## config.mk

```make
export PLATFORM = sky130hd
export DESIGN_NAME = alarm_compare
export DESIGN_NICKNAME = d
export VERILOG_FILES = /design/src/rtl/alarm_compare.sv
export SDC_FILE = /design/constraint.sdc
export NUM_CORES = 1
export LEC_CHECK = 0
export ABC_AREA = 0
export BUFFER_PORTS_ARGS = -buffer_cell sky130_fd_sc_hd__buf_4
export CORE_MARGIN = 1.5
export CORE_UTILIZATION = 45
export DETAILED_ROUTE_END_ITERATION = 10
export PLACE_DENSITY_LB_ADDON = 0.15
export SLEW_MARGIN = 20
export SYNTH_ARGS = -nofsm -noshare
export SYNTH_HDL_FRONTEND = slang
export SYNTH_SLANG_ARGS = --single-unit
```

## constraint.sdc

```tcl
create_clock -name clk -period 1.6 [get_ports clk]
set_clock_uncertainty 0.1 [all_clocks]
set_input_delay 0.08 -clock clk [delete_from_list [all_inputs] [get_ports clk]]
set_output_delay 0.08 -clock clk [all_outputs]
set_load 0.005 [all_outputs]
```

## src/rtl/alarm_compare.sv

```systemverilog
module alarm_compare #(
  parameter int CNT_W      = 32,
  parameter int ADDR_W     = 8,
  parameter logic [7:0] ID_VAL = 8'h03,
  parameter logic [ADDR_W-1:0] ID_ADDR    = 8'h05,
  parameter logic [ADDR_W-1:0] ALM_BASE   = 8'h40,
  parameter logic [ADDR_W-1:0] CTRL1_ADDR = 8'h46,
  parameter logic [ADDR_W-1:0] CTRL2_ADDR = 8'h48
) (
  input  logic              clk,
  input  logic              rst_n,
  input  logic [CNT_W-1:0]  sec_count,
  input  logic [ADDR_W-1:0] reg_addr,
  input  logic              reg_wr,
  input  logic [7:0]        reg_wdata,
  output logic [7:0]        reg_rdata,
  output logic              alarm_irq
);

  localparam int NB = CNT_W / 8;

  logic [7:0]       alm_b [NB];
  logic [CNT_W-1:0] alarm_val;
  logic             en_q, abort_q, pend_q;
  logic             wr_ctrl1, clr_stb, hit;

  assign wr_ctrl1 = reg_wr && (reg_addr == CTRL1_ADDR);
  assign clr_stb  = reg_wr && (reg_addr == CTRL2_ADDR) && reg_wdata[0];
  assign hit      = en_q && (sec_count == alarm_val);

  for (genvar b = 0; b < NB; b++) begin : g_byte
    always_ff @(posedge clk or negedge rst_n)
      if (!rst_n)
        alm_b[b] <= 8'h00;
      else if (reg_wr && (reg_addr == ALM_BASE + ADDR_W'(b)))
        alm_b[b] <= reg_wdata;
    assign alarm_val[8*b +: 8] = alm_b[b];
  end

  always_ff @(posedge clk or negedge rst_n)
    if (!rst_n) begin
      en_q    <= 1'b0;
      abort_q <= 1'b0;
    end else if (wr_ctrl1) begin
      en_q    <= reg_wdata[7];
      abort_q <= reg_wdata[0];
    end

  always_ff @(posedge clk or negedge rst_n)
    if (!rst_n)      pend_q <= 1'b0;
    else if (clr_stb) pend_q <= 1'b0;
    else if (hit)     pend_q <= 1'b1;

  assign alarm_irq = pend_q;

  always_comb begin
    reg_rdata = 8'h00;
    if (reg_addr == ID_ADDR)    reg_rdata = ID_VAL;
    if (reg_addr == CTRL1_ADDR) reg_rdata = {en_q, 6'b0, abort_q};
    for (int b = 0; b < NB; b++)
      if (reg_addr == ALM_BASE + ADDR_W'(b)) reg_rdata = alm_b[b];
  end

  AST_MATCH_SETS: assert property (@(posedge clk) disable iff (!rst_n)
    (en_q && sec_count == alarm_val && !clr_stb) |=> alarm_irq);
  AST_RISE_NEEDS_MATCH: assert property (@(posedge clk) disable iff (!rst_n)
    $rose(alarm_irq) |-> $past(en_q && sec_count == alarm_val));
  AST_STICKY: assert property (@(posedge clk) disable iff (!rst_n)
    (alarm_irq && !clr_stb) |=> alarm_irq);
  AST_CLEAR_DROPS: assert property (@(posedge clk) disable iff (!rst_n)
    clr_stb |=> !alarm_irq);
  AST_CTRL2_READS_ZERO: assert property (@(posedge clk) disable iff (!rst_n)
    (reg_addr == CTRL2_ADDR) |-> (reg_rdata == 8'h00));
  AST_CTRL1_RESERVED: assert property (@(posedge clk) disable iff (!rst_n)
    (reg_addr == CTRL1_ADDR) |-> (reg_rdata[6:1] == 6'b0));

endmodule

```

==> results.md <==
Clocking:
- No sink is reached through more buffers than the 2 on the longest clock path.
- The clock tree from TritonCTS is done.
- CTS built an H-tree with a depth of 2.
- The total clock buffers created by CTS is 5.
- The tree built by TritonCTS fans out to 35 sinks.
- Clock-pin slew was measured on the worst setup and hold paths at 0.08 ns.
- The latest clock arrival within the worst-skew pair is 0.29 ns.
- The root buffer cell chosen for the clock tree is sky130_fd_sc_hd__clkbuf_8.

Drt:
- The highest layer touched by signal routing is met4.
- The post-detailed-route count of antenna-violating nets is 0.
- The number of iterations in the first detailed-routing pass is 7.
- In the routed design, unresolved DRC markers number 5.
- In the final routed layout, each cell accounts on average for 18.1 µm.
- The routed via count divided by cell count is 5.47.
- For this block, wires on met1 add up to 2360 µm.
- The total length of routed met3 wires is 307 µm.
- The number of design-rule violations left by the first detailed-router iteration is 95.
- Wire segments on met2 add up to 2960 µm in the final route.
- Summing over every cut layer, the via total after detailed routing is 1,746.
- Summed over all layers, the routed wires come to 5760 µm.

Worst setup path:
- The largest fanout of any net on the critical path is 2.
- STA classifies the critical path startpoint as a flip-flop.
- The launch point of the worst reg-to-reg path is alarm_val[16].
- The worst setup path is captured at an output port.
- For flop-to-flop paths, the worst setup slack is 0.03 ns.
- The required time of the worst setup path is 1.42 ns.
- The critical path startpoint is alarm_val[13].
- At the worst endpoint, the arrival time is 1.57 ns.
- The critical setup path kind is reg2out.

Synthesis:
- The number of enable-type register cells in the synthesized netlist is 0.
- Of the post-synthesis cell area, the dominant cell type holds 0.415.
- In the synthesized netlist the async set-or-reset flop fraction comes to 1.00.
- The number of nets handed over by synthesis was 219.
- By area the synthesized netlist is led by sky130_fd_sc_hd__dfrtp_1 (42%), sky130_fd_sc_hd__mux2_2 (17%), sky130_fd_sc_hd__xnor2_1 (12%), sky130_fd_sc_hd__mux4_2 (6.4%), sky130_fd_sc_hd__nand4_1 (2.4%).
- The cell area that synthesis handed to floorplanning was 2110 µm².
- The share of synthesized area occupied by flip-flops and latches is 0.415.
- Summed over all instances, the cell type with the most area after synthesis is sky130_fd_sc_hd__dfrtp_1.
- In this run, distinct cell masters in the synthesized netlist total 35.
- Among all flip-flop cells after synthesis, the most frequent one is sky130_fd_sc_hd__dfrtp_1.
- The synthesized area divided by synthesized cell count is 12.5 µm².
- Synthesis inferred 35 register bits.
- The leading cell type by number of instances after synthesis is sky130_fd_sc_hd__dfrtp_1.
- After technology mapping, the gate count stands at 168.
- By count the netlist is led by sky130_fd_sc_hd__dfrtp_1 (35), sky130_fd_sc_hd__mux2_2 (32), sky130_fd_sc_hd__xnor2_1 (28).
- During synthesis, Yosys emitted a total of 0 warnings.

STA:
- The maximum clock frequency is 571 MHz.
- The final number of max-transition violations was 0.
- The transition time of the tightest slew-check pin is 0.464 ns.
- Setup repair after global routing could not meet its margin everywhere.
- The count of endpoints failing hold in the final timing report is 0.
- The final worst setup slack is -0.150 ns.
- The final-report setup violation count is 6.
- The worst pin sits at a relative slew slack of 0.691.
- The final hold slack is 0.0104 ns.
- Subtracting the final worst setup slack from the clock period gives 1.75 ns.
- The ratio of final minimum period to clock period is 1.09.

Global route:
- The first global-routing pass estimated 9390 µm of wire.
- The via count of the first global-routing pass is 1,914.
- The sum of overflow across all layers after global routing is 0.
- The number of antenna violations at the first check in global routing was 0.
- Across every metal layer, demand over resource in global routing totals 0.246.
- The pin count of the biggest net entering global routing is 36.

Min path:
- The origin of the worst min-delay path is sec_count[8].
- The tightest min-delay check is of the in2reg type.

Place:
- The count of buffers added on input and output ports is 59.
- Before CTS, the worst setup slack after placement is -0.0576 ns.
- The congestion estimate from routability-driven global placement came to 0.781.
- The final HPWL from detailed placement is 4080 µm.

Power and ir drop:
- The maximum vdd drop is 0.000620 V.
- The static power due to leakage is 1.50 nW.
- The areal power density over the cells is 706 nW/µm².

Floorplanning:
- The effective utilization at floorplan is 0.474.
- The die span in x is 71.4 µm.
- The die height is 71.4 µm.
- Pin placement for this block handled 60 I/O pins.
- The core region is 4440 µm².
- In this run the core area contains 24 standard-cell rows.
- The floorplan die area is 5100 µm².

Status:
- The checks that failed: design-rule violations, negative setup slack.
- The flow ran to the end, but the final reports show violations.

Job:
- The max capacitance violation total is 0.

Cells and area:
- 0 antenna diodes ended up in the layout.
- Compared with the post-synthesis result, the final layout area differs by 49.7%.
- The post-layout net count is 317.
- The fraction of layout cells with a size suffix above 1 is 0.581.
-- per-layer routing --
layer	up-vias	global-route usage
met4	0	0.0962
met1	857	0.299
li1	813	-
met3	12	0.0534
met5	-	0
met2	64	0.425
-- critical path: stages (launching register included) --
cell and delay, ns:
sky130_fd_sc_hd__dfrtp_1 0.40, sky130_fd_sc_hd__buf_6 0.12, sky130_fd_sc_hd__mux4_2 0.44, sky130_fd_sc_hd__and3_4 0.20, sky130_fd_sc_hd__buf_6 0.11
-- area by class of cell --
cell class | count | area, µm²
clock buffer | 6 | 82.6
clock inverter | 2 | 35.0
multi-input combinational | 127 | 1290
tap | 52 | 65.1
fill | 326 | 1290
sequential | 35 | 876
timing repair buffer | 97 | 812
-- worst paths after layout --
kind                                      to  depth (start not counted)
worst max-delay path            reg_rdata[5]                          4
worst min-delay path               alarm_irq                          4
worst max register to register     alarm_irq                          5
worst min register to register     alarm_irq                          2
max in group asynchronous            abort_q                          2
min in group asynchronous       alarm_val[7]                          2
-- stage by stage --
| step | utilization | area, µm² | setup TNS (ns) | std cells | power, mW |
|---|---|---|---|---|---|
| 2_1_floorplan | - | 2110 | 0 | 168 | 1.14 |
| 3_3_place_gp | 0.610 | 2710 | -0.261 | 288 | 1.33 |
| 3_5_place_dp | 0.610 | 2710 | -0.463 | 288 | 1.34 |
| 4_1_cts | 0.692 | 3070 | -0.582 | 316 | 2.22 |
| 5_1_grt | 0.710 | 3160 | -0.928 | 319 | 2.32 |
| 6_report | 0.710 | 3160 | -0.603 | 319 | 2.23 |
-- flip-flops by register name (all words and copies together) (netlist names) --
| register | flops |
|---|---|
| alarm_val | 32 |
| en_q | 1 |
| alarm_irq | 1 |
| abort_q | 1 |
-- cell families after synthesis --
family | after synthesis | share of synthesized area
buffers and inverters | 6 | 0.0154
AOI/OAI and AO/OA | 11 | 0.0321
DFF | 35 | 0.415
and+or+nand+nor | 42 | 0.145
muxes | 42 | 0.259
xor gates and xnor gates | 32 | 0.133
-- power breakdown --
part / switching, mW / leakage (nW) / internal, mW
Sequential: 0.0353 / 0.483 / 0.925
Combinational: 0.172 / 0.955 / 0.265
Clock: 0.327 / 0.0612 / 0.504
Total: 0.534 / 1.50 / 1.69
-- layout by cell type (no fill, tap or decap), types with 6 or more instances in the layout --
cell	synthesis	layout
sky130_fd_sc_hd__buf_4	0	74
sky130_fd_sc_hd__dfrtp_1	35	35
sky130_fd_sc_hd__mux2_2	32	32
sky130_fd_sc_hd__xnor2_1	28	23
sky130_fd_sc_hd__buf_6	1	13
sky130_fd_sc_hd__dlygate4sd3_1	0	9
sky130_fd_sc_hd__nand4_1	8	8
sky130_fd_sc_hd__mux4_2	6	6
sky130_fd_sc_hd__clkbuf_8	0	6
-- timing repair --
action | CTS | global route
hold endpoints to repair | 69 | 0
pin swaps | 3 | 9
endpoints found under the setup margin | 7 | 8
resized for setup | 18 | 13
buffers inserted | 12 | 4
hold buffers | 9 | 0
(Power assumes the default switching activity.)
